`src/rtl/flash_dma_pkg.sv`:
```
package flash_dma_pkg;

    localparam logic [7:0] OFS_CFG  = 8'h00;
    localparam logic [7:0] OFS_TRIG = 8'h18;
    localparam logic [7:0] OFS_ADDR = 8'h1C;
    localparam logic [7:0] OFS_PEND = 8'h20;
    localparam logic [7:0] OFS_LEN  = 8'h24;
    localparam logic [7:0] OFS_STAT = 8'h40;

    localparam int CFG_IE_BIT    = 20;
    localparam int STAT_BUSY_BIT = 3;
    localparam int LEN_WID_LSB   = 28;

    typedef enum logic [2:0] {
        ST_IDLE,
        ST_MEM_RD,
        ST_SHIFT_OUT,
        ST_SHIFT_IN,
        ST_MEM_WR
    } dma_state_e;

endpackage

```
`src/rtl/flash_dma_regs.sv`:
```
module flash_dma_regs
    import flash_dma_pkg::*;
#(
    parameter int RAW    = 8,
    parameter int DW     = 32,
    parameter int ADDR_W = 32,
    parameter int CNT_W  = 12
) (
    input  logic              clk,
    input  logic              rst_n,
    input  logic              reg_wr,
    input  logic [RAW-1:0]    reg_addr,
    input  logic [DW-1:0]     reg_wdata,
    input  logic              busy,
    input  logic              done,
    output logic [DW-1:0]     reg_rdata,
    output logic              start,
    output logic              start_dir,
    output logic [ADDR_W-1:0] base,
    output logic [CNT_W-1:0]  cnt,
    output logic [1:0]        wid,
    output logic              pend,
    output logic              ie
);

    typedef struct packed {
        logic              ie;
        logic [ADDR_W-1:0] base;
        logic [CNT_W-1:0]  cnt;
        logic [1:0]        wid;
        logic              dir;
        logic              pend;
    } regs_t;

    regs_t q, d;

    logic hit_cfg, hit_trig, hit_addr, hit_pend, hit_len;

    assign hit_cfg   = reg_wr && (reg_addr == RAW'(OFS_CFG));
    assign hit_trig  = reg_wr && (reg_addr == RAW'(OFS_TRIG));
    assign hit_addr  = reg_wr && (reg_addr == RAW'(OFS_ADDR));
    assign hit_pend  = reg_wr && (reg_addr == RAW'(OFS_PEND));
    assign hit_len   = reg_wr && (reg_addr == RAW'(OFS_LEN));
    assign start     = hit_trig && !busy;
    assign start_dir = reg_wdata[0];

    always_comb begin
        d = q;
        if (hit_cfg)  d.ie = reg_wdata[CFG_IE_BIT];
        if (hit_addr) d.base = reg_wdata[ADDR_W-1:0];
        if (hit_len) begin
            d.cnt = reg_wdata[CNT_W-1:0];
            d.wid = reg_wdata[LEN_WID_LSB +: 2];
        end
        if (start) d.dir = reg_wdata[0];
        // a completion in the same cycle overrides the software clear
        if (hit_pend && reg_wdata[0]) d.pend = 1'b0;
        if (done) d.pend = 1'b1;
    end

    always_ff @(posedge clk or negedge rst_n) begin
        if (!rst_n) q <= '0;
        else        q <= d;
    end

    always_comb begin
        reg_rdata = '0;
        case (reg_addr)
            RAW'(OFS_CFG):  reg_rdata[CFG_IE_BIT] = q.ie;
            RAW'(OFS_TRIG): reg_rdata[0] = q.dir;
            RAW'(OFS_ADDR): reg_rdata[ADDR_W-1:0] = q.base;
            RAW'(OFS_PEND): reg_rdata[0] = q.pend;
            RAW'(OFS_LEN): begin
                reg_rdata[CNT_W-1:0] = q.cnt;
                reg_rdata[LEN_WID_LSB +: 2] = q.wid;
            end
            RAW'(OFS_STAT): reg_rdata[STAT_BUSY_BIT] = busy;
            default: reg_rdata = '0;
        endcase
    end

    assign base = q.base;
    assign cnt  = q.cnt;
    assign wid  = q.wid;
    assign pend = q.pend;
    assign ie   = q.ie;

endmodule

```
`src/rtl/flash_dma_lane.sv`:
```
module flash_dma_lane #(
    parameter int BYTE_W = 8,
    parameter int LANE_N = 4
) (
    input  logic              clk,
    input  logic              rst_n,
    input  logic              start_out,
    input  logic              start_in,
    input  logic [BYTE_W-1:0] load_byte,
    input  logic [1:0]        wid,
    input  logic [LANE_N-1:0] lane_in,
    output logic [LANE_N-1:0] lane_out,
    output logic              lane_en,
    output logic              lane_oe,
    output logic              last,
    output logic [BYTE_W-1:0] rx_byte
);

    localparam int CW = $clog2(BYTE_W);

    typedef struct packed {
        logic              active;
        logic              oe;
        logic [1:0]        wid;
        logic [CW-1:0]     cnt;
        logic [BYTE_W-1:0] sr;
    } lane_t;

    lane_t q, d;
    logic [CW-1:0]     last_idx;
    logic [BYTE_W-1:0] sr_shift;
    logic [LANE_N-1:0] out_bits;

    always_comb begin
        case (q.wid)
            2'd0: begin
                last_idx = CW'(BYTE_W - 1);
                sr_shift = {q.sr[BYTE_W-2:0], (q.oe ? 1'b0 : lane_in[0])};
                out_bits = {{(LANE_N-1){1'b0}}, q.sr[BYTE_W-1]};
            end
            2'd1: begin
                last_idx = CW'(BYTE_W / 2 - 1);
                sr_shift = {q.sr[BYTE_W-3:0], (q.oe ? 2'b00 : lane_in[1:0])};
                out_bits = {{(LANE_N-2){1'b0}}, q.sr[BYTE_W-1 -: 2]};
            end
            default: begin
                last_idx = CW'(BYTE_W / 4 - 1);
                sr_shift = {q.sr[BYTE_W-5:0], (q.oe ? 4'b0000 : lane_in[3:0])};
                out_bits = q.sr[BYTE_W-1 -: 4];
            end
        endcase
    end

    assign last = q.active && (q.cnt == last_idx);

    always_comb begin
        d = q;
        if (q.active) begin
            d.sr  = sr_shift;
            d.cnt = q.cnt + CW'(1);
            if (last) d.active = 1'b0;
        end
        if (start_out || start_in) begin
            d.active = 1'b1;
            d.oe     = start_out;
            d.wid    = wid;
            d.cnt    = '0;
            d.sr     = start_out ? load_byte : '0;
        end
    end

    always_ff @(posedge clk or negedge rst_n) begin
        if (!rst_n) q <= '0;
        else        q <= d;
    end

    assign lane_en  = q.active;
    assign lane_oe  = q.active && q.oe;
    assign lane_out = (q.active && q.oe) ? out_bits : '0;
    assign rx_byte  = q.sr;

endmodule

```
`src/rtl/flash_dma_ctrl.sv`:
```
module flash_dma_ctrl
    import flash_dma_pkg::*;
#(
    parameter int ADDR_W = 32,
    parameter int CNT_W  = 12,
    parameter int BYTE_W = 8,
    parameter int RD_MAX = 2080,
    parameter int WR_MAX = 520
) (
    input  logic              clk,
    input  logic              rst_n,
    input  logic              start,
    input  logic              start_dir,
    input  logic [ADDR_W-1:0] base,
    input  logic [CNT_W-1:0]  cnt,
    input  logic [1:0]        wid,
    input  logic              mem_ack,
    input  logic [BYTE_W-1:0] mem_rdata,
    input  logic              lane_last,
    input  logic [BYTE_W-1:0] rx_byte,
    output logic              mem_req,
    output logic              mem_we,
    output logic [ADDR_W-1:0] mem_addr,
    output logic [BYTE_W-1:0] mem_wdata,
    output logic              lane_start_out,
    output logic              lane_start_in,
    output logic [BYTE_W-1:0] lane_byte,
    output logic [1:0]        lane_wid,
    output logic              busy,
    output logic              done
);

    localparam logic [CNT_W-1:0] RD_LIM = CNT_W'(RD_MAX);
    localparam logic [CNT_W-1:0] WR_LIM = CNT_W'(WR_MAX);

    typedef struct packed {
        dma_state_e        st;
        logic [ADDR_W-1:0] addr;
        logic [CNT_W-1:0]  remain;
        logic [1:0]        wid;
    } ctrl_t;

    ctrl_t q, d;
    logic [CNT_W-1:0] limit;
    logic [CNT_W-1:0] eff_cnt;
    logic             final_byte;

    assign limit      = start_dir ? WR_LIM : RD_LIM;
    assign eff_cnt    = (cnt > limit) ? limit : cnt;
    assign final_byte = (q.remain == CNT_W'(1));

    always_comb begin
        d              = q;
        done           = 1'b0;
        mem_req        = 1'b0;
        mem_we         = 1'b0;
        lane_start_out = 1'b0;
        lane_start_in  = 1'b0;
        case (q.st)
            ST_IDLE: begin
                if (start) begin
                    if (eff_cnt == '0) begin
                        done = 1'b1;
                    end else begin
                        d.addr   = base;
                        d.remain = eff_cnt;
                        d.wid    = wid;
                        if (start_dir) begin
                            d.st = ST_MEM_RD;
                        end else begin
                            d.st          = ST_SHIFT_IN;
                            lane_start_in = 1'b1;
                        end
                    end
                end
            end
            ST_MEM_RD: begin
                mem_req = 1'b1;
                if (mem_ack) begin
                    lane_start_out = 1'b1;
                    d.st           = ST_SHIFT_OUT;
                end
            end
            ST_SHIFT_OUT: begin
                if (lane_last) begin
                    d.addr   = q.addr + ADDR_W'(1);
                    d.remain = q.remain - CNT_W'(1);
                    if (final_byte) begin
                        done = 1'b1;
                        d.st = ST_IDLE;
                    end else begin
                        d.st = ST_MEM_RD;
                    end
                end
            end
            ST_SHIFT_IN: begin
                if (lane_last) d.st = ST_MEM_WR;
            end
            ST_MEM_WR: begin
                mem_req = 1'b1;
                mem_we  = 1'b1;
                if (mem_ack) begin
                    d.addr   = q.addr + ADDR_W'(1);
                    d.remain = q.remain - CNT_W'(1);
                    if (final_byte) begin
                        done = 1'b1;
                        d.st = ST_IDLE;
                    end else begin
                        lane_start_in = 1'b1;
                        d.st          = ST_SHIFT_IN;
                    end
                end
            end
            default: d.st = ST_IDLE;
        endcase
    end

    always_ff @(posedge clk or negedge rst_n) begin
        if (!rst_n) q <= '{st: ST_IDLE, addr: '0, remain: '0, wid: '0};
        else        q <= d;
    end

    assign mem_addr  = q.addr;
    assign mem_wdata = rx_byte;
    assign lane_byte = mem_rdata;
    assign lane_wid  = (q.st == ST_IDLE) ? wid : q.wid;
    assign busy      = (q.st != ST_IDLE);

endmodule

```
`src/rtl/flash_dma_seq.sv`:
```
module flash_dma_seq
    import flash_dma_pkg::*;
#(
    parameter int RAW    = 8,
    parameter int DW     = 32,
    parameter int ADDR_W = 32,
    parameter int CNT_W  = 12,
    parameter int BYTE_W = 8,
    parameter int LANE_N = 4,
    parameter int RD_MAX = 2080,
    parameter int WR_MAX = 520
) (
    input  logic              clk,
    input  logic              rst_n,
    input  logic              reg_wr,
    input  logic [RAW-1:0]    reg_addr,
    input  logic [DW-1:0]     reg_wdata,
    output logic [DW-1:0]     reg_rdata,
    output logic              irq,
    output logic              mem_req,
    output logic              mem_we,
    output logic [ADDR_W-1:0] mem_addr,
    output logic [BYTE_W-1:0] mem_wdata,
    input  logic              mem_ack,
    input  logic [BYTE_W-1:0] mem_rdata,
    output logic              lane_en,
    output logic              lane_oe,
    output logic [LANE_N-1:0] lane_out,
    input  logic [LANE_N-1:0] lane_in
);

    logic              start, start_dir, busy, done, pend, ie;
    logic [ADDR_W-1:0] base;
    logic [CNT_W-1:0]  cnt;
    logic [1:0]        wid, lane_wid;
    logic              lane_start_out, lane_start_in, lane_last;
    logic [BYTE_W-1:0] lane_byte, rx_byte;

    flash_dma_regs #(
        .RAW(RAW), .DW(DW), .ADDR_W(ADDR_W), .CNT_W(CNT_W)
    ) u_regs (
        .clk(clk), .rst_n(rst_n),
        .reg_wr(reg_wr), .reg_addr(reg_addr), .reg_wdata(reg_wdata),
        .busy(busy), .done(done),
        .reg_rdata(reg_rdata), .start(start), .start_dir(start_dir),
        .base(base), .cnt(cnt), .wid(wid), .pend(pend), .ie(ie)
    );

    flash_dma_ctrl #(
        .ADDR_W(ADDR_W), .CNT_W(CNT_W), .BYTE_W(BYTE_W),
        .RD_MAX(RD_MAX), .WR_MAX(WR_MAX)
    ) u_ctrl (
        .clk(clk), .rst_n(rst_n),
        .start(start), .start_dir(start_dir),
        .base(base), .cnt(cnt), .wid(wid),
        .mem_ack(mem_ack), .mem_rdata(mem_rdata),
        .lane_last(lane_last), .rx_byte(rx_byte),
        .mem_req(mem_req), .mem_we(mem_we), .mem_addr(mem_addr),
        .mem_wdata(mem_wdata),
        .lane_start_out(lane_start_out), .lane_start_in(lane_start_in),
        .lane_byte(lane_byte), .lane_wid(lane_wid),
        .busy(busy), .done(done)
    );

    flash_dma_lane #(
        .BYTE_W(BYTE_W), .LANE_N(LANE_N)
    ) u_lane (
        .clk(clk), .rst_n(rst_n),
        .start_out(lane_start_out), .start_in(lane_start_in),
        .load_byte(lane_byte), .wid(lane_wid), .lane_in(lane_in),
        .lane_out(lane_out), .lane_en(lane_en), .lane_oe(lane_oe),
        .last(lane_last), .rx_byte(rx_byte)
    );

    assign irq = pend && ie;

endmodule

```
`config.mk`:
```
export PLATFORM = sky130hd
export DESIGN_NAME = flash_dma_seq
export DESIGN_NICKNAME = d
export VERILOG_FILES = /design/src/rtl/flash_dma_pkg.sv /design/src/rtl/flash_dma_regs.sv /design/src/rtl/flash_dma_lane.sv /design/src/rtl/flash_dma_ctrl.sv /design/src/rtl/flash_dma_seq.sv
export SDC_FILE = /design/constraint.sdc
export NUM_CORES = 1
export LEC_CHECK = 0
export ABC_AREA = 1
export BUFFER_PORTS_ARGS = -buffer_cell sky130_fd_sc_hd__buf_2
export CORE_MARGIN = 5
export CORE_UTILIZATION = 51
export CTS_BUF_LIST = sky130_fd_sc_hd__clkbuf_4 sky130_fd_sc_hd__clkbuf_8
export DETAILED_ROUTE_END_ITERATION = 12
export PLACE_DENSITY = 0.74
export SKIP_CTS_REPAIR_TIMING = 1
export SYNTH_ARGS = -nofsm -noshare
export SYNTH_HDL_FRONTEND = slang
export SYNTH_SLANG_ARGS = --single-unit
```
`constraint.sdc`:
```
create_clock -name clk -period 2.55 [get_ports clk]
set_clock_uncertainty 0.15 [all_clocks]
set_input_delay 0.255 -clock clk [delete_from_list [all_inputs] [get_ports clk]]
set_output_delay 0.255 -clock clk [all_outputs]
set_load 0.005 [all_outputs]
```
# After elaboration in Yosys (flattened, before gate mapping)
# Cells that the tools add are included.
[word_totals]
reg_bits = 113
wordCells = 115
[classes]
addsub = 3
magnitude_cmp = 1
mux = 53
bitwise = 1
n_reduce_logical = 24
n_eq_ne = 18
[ops]
columns = ["op", "n"]
rows = [
  ["case mux 44 bit (3 select lines)", 1],
  ["two-way mux 49 bit", 2],
  ["two-way mux 47 bit", 2],
  ["adder 32 x 1 -> 32 bit, second input constant", 1],
  ["case mux 8 bit (2 select lines)", 2],
  ["two-way mux 12 bit", 2],
  ["two-way mux 1 bit", 20],
  ["== test 8 x 5 -> 1 bit, second input constant", 2],
  ["== test 8 x 6 -> 1 bit, second input constant", 2],
  ["two-way mux 8 bit", 2],
  ["two-way mux 15 bit", 1],
  ["case mux 3 bit (5 select lines)", 1],
  ["== test 12 x 1 -> 1 bit, second input constant", 1],
  ["> comparator 12 bit", 1],
  ["logical NOT 12 bit", 1],
  ["!= test 2 bit, second input constant", 6],
  ["subtractor 12 x 1 -> 12 bit, second input constant", 1],
  ["two-way mux 11 bit", 1],
  ["logical AND 1 bit", 10],
  ["two-way mux 2 bit", 5],
  ["== test 8 x 7 -> 1 bit, second input constant", 1],
  ["logical NOT 8 bit", 1],
  ["two-way mux 4 bit", 2],
  ["case mux 2 bit (2 select lines)", 2],
  ["other kinds (24)", 30],
]

# Longest topological paths before layout
# Gate-level depths: netlist (run 1).
[logic_depth]
depth_word = 9
ltp_mapped = 17
mapped_depth_nobuf = 16

# Cells and area by module
# A second synthesis (run 1) with hierarchy kept.
[hier_totals]
hier_cells = 1210
hier_area_um2 = 8401.8
[by_module_without_submodules]
columns = ["mod", "cells_each", "area_per_inst_um2", "instances"]
rows = [
  ["flash_dma_ctrl", 706, 4411.7, 1],
  ["flash_dma_regs", 366, 2956.6, 1],
  ["flash_dma_lane", 136, 1026.0, 1],
  ["flash_dma_seq", 2, 7.5, 1],
]

# Least setup slack after synthesis (run 1)
# Ideal clock, no wire load.
[synth_timing]
path_kind = "register to register"
startpoint = "register u_regs.q (netlist bit u_regs.cnt[11])"
endpoint = "register u_ctrl.q (netlist bit u_ctrl.mem_addr[15])"
arrival_ns = 1.978
path_stages_with_launch = 17
setup_slack_ns = 0.302
synth_period_minus_slack_ns = 2.248
path_cell_list = "dfrtp_1 > ha_1 > inv_1 > nor2_1 > a21oi_2 > nand3_2 > nand2_2 > nand3_2 > nor2_2 > nand2_4 > nand2_2 > nand2_4 > nand2_8 > inv_6 > buf_6 > nand2_2 > o21ai_2"
[synth_via]
elab_chain_len = 5
[synth_lines]
columns = ["element", "line_no", "text"]
rows = [
  ["from (decl)", "flash_dma_regs.sv:35", "regs_t q, d;"],
  ["from (signal assigned)", "flash_dma_regs.sv:62", "if (!rst_n) q <= '0;"],
  ["from (signal assigned)", "flash_dma_regs.sv:63", "else q <= d;"],
  ["> comparator 12 bit", "flash_dma_ctrl.sv:49", "assign eff_cnt = (cnt > limit) ? limit : cnt;"],
  ["two-way mux 12 bit *", "flash_dma_ctrl.sv:49", ""],
  ["logical NOT 12 bit *", "flash_dma_ctrl.sv:62", "if (eff_cnt == '0) begin"],
  ["!= test 2 bit (no line) *", "--", ""],
  ["AND reduction 5 bit (no line) *", "--", ""],
  ["to (signal assigned)", "flash_dma_ctrl.sv:119", "if (!rst_n) q <= '{st: ST_IDLE, addr: '0, remain: '0, wid: '0};"],
  ["to (decl)", "flash_dma_ctrl.sv:43", "ctrl_t q, d;"],
]
# Mark *: on every way between the ends. The rest lies on a longest branch, timed or not.
# A chain may end at the register's enable or synchronous reset.

# Worst setup path after layout (run 1)
[layout_timing]
startpoint = "register u_regs.q (netlist bit u_regs.cnt[9])"
endpoint = "register u_ctrl.q[11] (netlist bit)"
[layout_via]
elab_chain_len = 5
[layout_lines]
columns = ["element", "line_no"]
rows = [
  ["> comparator 12 bit", "flash_dma_ctrl.sv:49"],
  ["two-way mux 12 bit *", "flash_dma_ctrl.sv:49"],
  ["logical NOT 12 bit / two-way mux 49 bit (equally long branches)", "flash_dma_ctrl.sv:62"],
  ["!= test 2 bit (no line) / two-way mux 49 bit (equally long branches)", "--"],
  ["AND reduction 5 bit (no line) / case mux 44 bit (3 select lines) (equally long branches)", "--"],
]
# Mark *: on every way between the ends. The rest lies on a longest branch, timed or not. The select of a mux whose other input is x is not followed.

==> results of run 1 <==
[sequential cells by signal, indices dropped and copies added, names as in the netlist]
register and count:
u_ctrl.mem_addr 32, u_regs.base 32, u_ctrl.q 17, u_regs.cnt 12, u_lane.rx_byte 8, u_lane.q 6, u_regs.wid 2, u_lane.lane_en 1
u_regs.ie 1, u_regs.pend 1, u_regs.q 1
[cells in the mapped netlist, types with 4 or more instances]
cell,instances,area (sq um)
a21oi_1,35,175.2
buf_2,10,50.05
buf_4,43,322.8
buf_6,7,78.83
clkbuf_1,13,48.80
dfrtp_1,113,2828
ha_1,8,100.1
inv_1,116,435.4
inv_2,12,45.04
nand2_1,250,938.4
nand2_2,31,193.9
nand3_1,63,315.3
nand3_2,5,50.05
nand4_1,23,143.9
nor2_1,96,360.4
nor2_2,7,43.79
nor3_1,22,110.1
nor4_1,4,25.02
o2111ai_1,4,35.03
o211ai_1,7,52.55
o21ai_0,86,430.4
o21ai_2,26,227.7
o31ai_1,5,37.54
xnor2_1,7,61.31
xor2_1,13,113.9
[worst reg2reg max path: cells and delay by family (launching register included)]
kind,cells,cell delay (ns)
adder cells (fa/ha/maj),1,0.30
AND/OR/NAND/NOR,9,0.78
buffers and inverters,2,0.29
flip-flops,1,0.41
AO/OA/AOI/OAI,3,0.45
[layout make-up]
class                      instances  area, sq um  share of cell area, %
clock inverter                    10        158.9                  1.753
tap                              184        230.2                  2.540
sequential                       113         2828                  31.20
multi-input combinational        714         3687                  40.68
clock buffer                      21        276.5                  3.051
timing repair buffer             205         1386                  15.30
inverter                         131        496.7                  5.480
[layer usage]
layer | GRT usage [%] | part of all wire [%] | vias to the layer above
li1 | - | - | 3601
met1 | 36.05 | 45 | 3364
met2 | 36.09 | 45 | 281
met3 | 6.057 | 8.1 | 34
met4 | 6.231 | 1.6 | 0
met5 | 0 | 0 | -
[power breakdown]
group          switching [W]  internal, W
combinational        0.00229      0.00144
sequential          0.000389      0.00215
clock               0.000754      0.00113
total                0.00344      0.00473
[path summary, 6_finish.rpt]
kind | end | from | slack, ns
worst max-delay path | u_ctrl.q[11] | u_regs.cnt[9] | 0.10
worst min-delay path | u_lane.rx_byte[1] | mem_rdata[1] | -0.001
worst max register to register | u_ctrl.q[11] | u_regs.cnt[9] | 0.10
worst min register to register | u_regs.wid[0] | u_regs.wid[0] | 0.34
max in group asynchronous | u_ctrl.q[5] | rst_n | 1.44
min in group asynchronous | u_regs.pend | rst_n | 0.26
[metrics by stage]
stage	area (sq um)	utilization (%)
2_1_floorplan	7451	-
3_3_place_gp	8172	56.65
3_5_place_dp	8172	56.65
4_1_cts	8607	59.67
5_1_grt	9064	62.84
6_report	9064	62.84
[cells by family (layout without fill, tap and decap cells)]
family | Yosys count | in the layout | share of synthesized area, %
flip-flops | 113 | 113 | 37.95
buffers and inverters | 204 | 367 | 13.38
XOR/XNOR | 20 | 20 | 2.351
AO/OA/AOI/OAI | 173 | 173 | 13.92
AND/OR/NAND/NOR | 513 | 513 | 31.05
adder cells (fa/ha/maj) | 8 | 8 | 1.343
==> results.md, run 1 <==
* Status: finished, violations left
* Violated checks: negative hold slack
* Slew headroom at ~55%
* Gr usage total at approximately a quarter
* Most frequent cells in the layout: 248 x nand2_1, 135 x buf_2, 116 x inv_1, 113 x dfrtp_1, 95 x nor2_1
* Final min period at between 2 and 2.5 ns
* Cts bufs inserted at 17
* Unrepaired setup endpoints after global routing: yes
* Synthesized instance count at roughly 1000
* Critical path launch point type: flop
* LEAKAGE at around 4.7 nW
* Sequential fraction of the synthesis area at 37.95%
* CP Data Arrival Time at between 2 and 3 ns
* Remaining global-route overflow at 0
* Worst Path Max Fanout at 16
* PwrDens at roughly 900 mW/mm^2
* Full die area at ~0.017 sq mm
* Syn Area/Cell at between 7 and 8 sq um
* DRC Markers at 0
* Peak VDD IR at around 470 uV
* Worst-Margin Slew at about 0.67 ns
* Routed WL at between 20000 and 25000 microns
* YS warnings at 0
* Cell Chain, Critical Path: ha_1, nand2_1, nand2_1, a21oi_2, nand3_4, a21oi_2, nor2_2, nand2_4, nand2_2, nand2_4, nand2_8, inv_6, buf_12, nand2_2, o21ai_2
* ANT cells at 0
* Yosys cell types at 43
* Post-Synthesis Net Count at about 1100
* Die X at between 100 and 150 microns
* Fill cell count at about 1300
* Async set or reset register ratio after synthesis at between 90% and 100%
* Hold slack at -0.001357 ns
* Core Area at 0.01442 sq mm
* Worst-case reg-to-reg path depth at 15
* H-tree Lvls at 4
* Worst-path clk slew at roughly 0.07 ns
* Placer congestion estimate at around 0.95
* PortBufs at between 100 and 150
* CTS sink cnt at 113
* Initial Utilization at between 50 and 60%
* Worst path bufs/invs at 2
* Slew Viols, Final at 0
* Highest clock rate at 408.7 MHz
* Final worst slack at 0.1034 ns
* Post-synth EDFFs at 0
* Min-Delay Path Class: input port to flop
* Vias in the first global route at approximately 6600
* DRT Pass-1 Iters at 6
* Max clock buf depth at 2
* Prevailing post-synth register cell: dfrtp_1
* Worst Hold Path Cells at 5
* Root buf cell: clkbuf_8
* Largest net degree at the start of global routing at between 100 and 150
* Post-Layout Cell Count at ~1400
* # rows at 44
* Die Ht at roughly 130 microns
* Final nets at 1246
* ANT nets after route at 0
* Synth Register Bits at about 110
* Vias per cell at roughly 5.3
* Hold Fails Final Rpt at 1
* First DRT Iteration DRCs at between 700 and 800
* Fin Setup TNS at 0 ns
* CP Capture Type: flop
* Maximum capacitance violations at 0
* Initial antenna violation count at 0
* Commonest non-fill, non-tap cell in the layout: nand2_1
* Post-Syn Area at ~0.0075 sq mm
* Layout cells sized above 1 at about a quarter
* Cell family with most CP delay: simple AND/OR/NAND/NOR gates
* WP depth at 15
* Endpoints failing setup at 0
* Placed cells at roughly 1300
* DR WL/cell at 15.19 microns
* CTS tree: done
* Critical Setup Path Class: flop to flop
* Slowest stage delay, CP at roughly 0.41 ns
* Area delta synth->final at 21.65%
* Io pins at ~140
* Worst EP required at between 2 and 3 ns
* CP max-delay cell: dfrtp_1
* Total number of vias at between 7000 and 8000
* First-pass GRT wire length at 32980 microns
* Period utilization at a little over nine tenths
* Total power at around 0.0082 W
* Post-DP HPWL at about 15000 microns
* Clock latency on the worst-skew pair at 0.44 ns
* Place WS at about 0.024 ns
Note: power is estimated with default switching activity, not from simulation.
==> run 2: changes to the inputs <==
ABC_AREA = default   (was 1)
PLACE_DENSITY = 0.75   (was 0.74)
==> run 2 against run 1 <==
  * The run ends with negative setup slack left
  * Sequential cell count stayed put
  * Synthesized cell count down 29%
  * Clock power is 15% lower
  * Fmax shrank 8.3%
  * Final area shrank 0.90%
  * Critical path type unchanged
  * Critical endpoint is now u_ctrl.mem_addr[17]
  * Largest cell class unchanged
  * Highest routed layer unchanged
==> results.md, run 2 <==
* Remaining global-route overflow at 0
* Place WS at -0.1668 ns
* Initial Utilization at around 52%
* Area share of the largest cell type after synthesis at between 40 and 50%
* Cell Chain, Critical Path: ha_4, o41a_1, a311oi_4, o31a_1, a2111o_2, buf_12, buf_8, clkbuf_16, o21ai_1
* Post-Layout Cell Count at between 1000 and 1500
* ANT cells at 0
* Layout cells sized above 1 at between 30% and 40%
* Post-DP HPWL at about 13000 microns
* Post-Synthesis Net Count at 792
* Sequential fraction of the synthesis area at between 40% and 50%
* LEAKAGE at 4.277 nW
* Worst Path Max Fanout at 11
* Io pins at approximately 140
* Setup slack on the worst flop-to-flop path at -0.12 ns
* First DRT Iteration DRCs at 601
* Worst-Margin Slew at around 0.57 ns
* Min-Delay Path Class: input port to flop
* First-pass GRT wire length at about 31000 microns
* Violated checks: negative setup slack
* Utilization after layout at 68.10%
* Worst-path clk slew at ~0.070 ns
* Initial antenna violation count at 0
* Final min period at 2.669 ns
* Vias in the first global route at 6112
* DR WL/cell at between 15 and 20 microns
* Gr usage total at between 20% and 30%
* Maximum capacitance violations at 0
* Peak VDD IR at approximately 570 uV
* Most frequent cells in the layout: 135 x buf_2, 113 x dfrtp_1, 59 x nor2_1, 54 x mux2_2, 50 x buf_4
* CTS tree: done
* Top post-synthesis cells by area: dfrtp_1 41%, mux2_2 8.9%, o21ai_0 5.5%
* Total number of vias at between 6000 and 7000
* R2R Path Start: u_regs.cnt[9]
* Reg2Reg Capture Point: u_ctrl.mem_addr[17]
* Largest net degree at the start of global routing at 51
* Routed WL at around 21000 microns
* Die Ht at ~130 microns
* PwrDens at between 800 and 900 mW/mm^2
* Synth Register Bits at 113
* Slowest stage delay, CP at approximately 0.48 ns
* Core Area at 0.01319 sq mm
* Die X at 125.6 microns
* Synthesized instance count at approximately 730
* CP max-delay cell: a2111o_2
* Critical Setup Path Class: flop to flop
* Full die area at between 0.015 and 0.02 sq mm
* Slew headroom at between 60% and 70%
* Fill cell count at approximately 1000
* Prevailing post-synth register cell: dfrtp_1
* Syn Area/Cell at 9.369 sq um
* Clock latency on the worst-skew pair at ~0.45 ns
* CP Capture Type: flop
* Worst Setup EP: u_ctrl.mem_addr[17]
* H-tree Lvls at 4
* Post-synth top cells: 113 x dfrtp_1, 75 x o21ai_0, 59 x nor2_1
* Area post-placement at between 0.007 and 0.008 sq mm
* Final worst slack at -0.1192 ns
* Design area at ~0.0090 sq mm
* YS warnings at 0
* Highest clock rate at ~370 MHz
* Slew Viols, Final at 0
* Crit path from: u_regs.cnt[9]
* Commonest non-fill, non-tap cell in the layout: buf_2
* DRT Pass-1 Iters at 5
* Period utilization at 104.7%
* Placed cells at about 1000
* Vias per cell at between 6 and 7
* PortBufs at 136
* DRC Markers at 0
* Max Used Layer: met4
* Top-count cell post-synth: dfrtp_1
* CP Data Arrival Time at between 2 and 3 ns
* Unrepaired setup endpoints after global routing: yes
* Area delta synth->final at 31.70%
* Yosys cell types at between 60 and 70
* Critical path launch point type: flop
* Hold Fails Final Rpt at 0
* # rows at 42
* CTS sink cnt at approximately 110
* ANT nets after route at 0
* Worst-case reg-to-reg path depth at 9
* DR WL met2 at between 10000 and 15000 microns
* DR WL met3 at ~1600 microns
* Post-synth EDFFs at 0
* Async set or reset register ratio after synthesis at between 90% and 100%
* Post-synth top area cell: dfrtp_1
* Cts bufs inserted at 17
* Final nets at between 900 and 1000
* Root buf cell: clkbuf_8
* Endpoints failing setup at between 40 and 50
* Met1 wire length at around 8200 microns
* Max clock buf depth at 2
* Worst EP required at 2.77 ns
* Post-Syn Area at between 0.006 and 0.007 sq mm
* Status: finished, violations left
* Hold slack at 0.06759 ns
* Placer congestion estimate at ~0.9
run 2: cell types whose count changed after synthesis, sizes merged, moves of 17 or more:
cell,change
and2,+27
nor2,-45
nand2,-239
clkbuf,+17
nand4,-20
mux2,+54
o21ai,-23
inv,-114
nand3,-54
run 2: worst min path at each step:
stage                 startpoint                 end  slack [ns]  depth (start not counted)
floorplan                  rst_n  u_ctrl.mem_addr[0]       -0.19                          0
global placement           rst_n   u_lane.rx_byte[0]        0.11                          1
detailed placement         rst_n      u_lane.lane_en        0.13                          1
CTS                        rst_n        u_lane.q[10]       -0.36                          1
global route        reg_wdata[0]         u_regs.q[1]        0.07                          3
finish                    reg_wr         u_regs.pend        0.07                          4
run 2: kinds of logic (layout without fill, tap and decap cells):
group                      count (synthesis)  count (layout)  synth area share, %
muxes                                     65              65                10.53
xor gates and xnor gates                   5               5               0.6421
DFF                                      113             113                41.46
and+or+nand+nor                          219             219                16.77
buffers and inverters                     99             294                8.439
adders and majority gates                  8               8                1.468
AOI/OAI and AO/OA                        219             219                20.69
run 2: metal layers:
metal / vias to the layer above / global-route usage, %
met5: - / 0
met4: 0 / 6.378
met3: 51 / 7.451
met2: 319 / 40.03
met1: 3256 / 30.24
li1: 3011 / -
run 2: where the power goes:
part	internal (W)	switching, W	total (W)
Clock	0.000801	0.000786	0.00159
Combinational	0.00163	0.00196	0.00359
Sequential	0.00206	0.000359	0.00242
Total	0.00449	0.00310	0.00759
run 2: area by class of cell:
cell class | count | area, sq um | area share [%]
repair buffers | 247 | 1849 | 20.59
flip-flops and latches | 113 | 2828 | 31.48
well taps | 176 | 220.2 | 2.452
multi-input cells | 516 | 3659 | 40.73
inverters | 15 | 56.30 | 0.6268
clock inverters | 13 | 115.1 | 1.282
clock buffers | 19 | 255.2 | 2.842
run 2: critical path, delay by kind of cell, from the launching register on:
kind                     cells  cell delay, ns
AO/OA/AOI/OAI                5            1.24
buffers and inverters        3            0.44
adder cells (fa/ha/maj)      1            0.31
flip-flops                   1            0.43
run 2: stage by stage:
| step | TNS [ns] | power (W) |
|---|---|---|
| 2_1_floorplan | 0 | 0.004285 |
| 3_3_place_gp | -0.6754 | 0.004855 |
| 3_5_place_dp | -3.790 | 0.004980 |
| 4_1_cts | -2.373 | 0.006575 |
| 5_1_grt | -5.621 | 0.008007 |
| 6_report | -3.222 | 0.007592 |
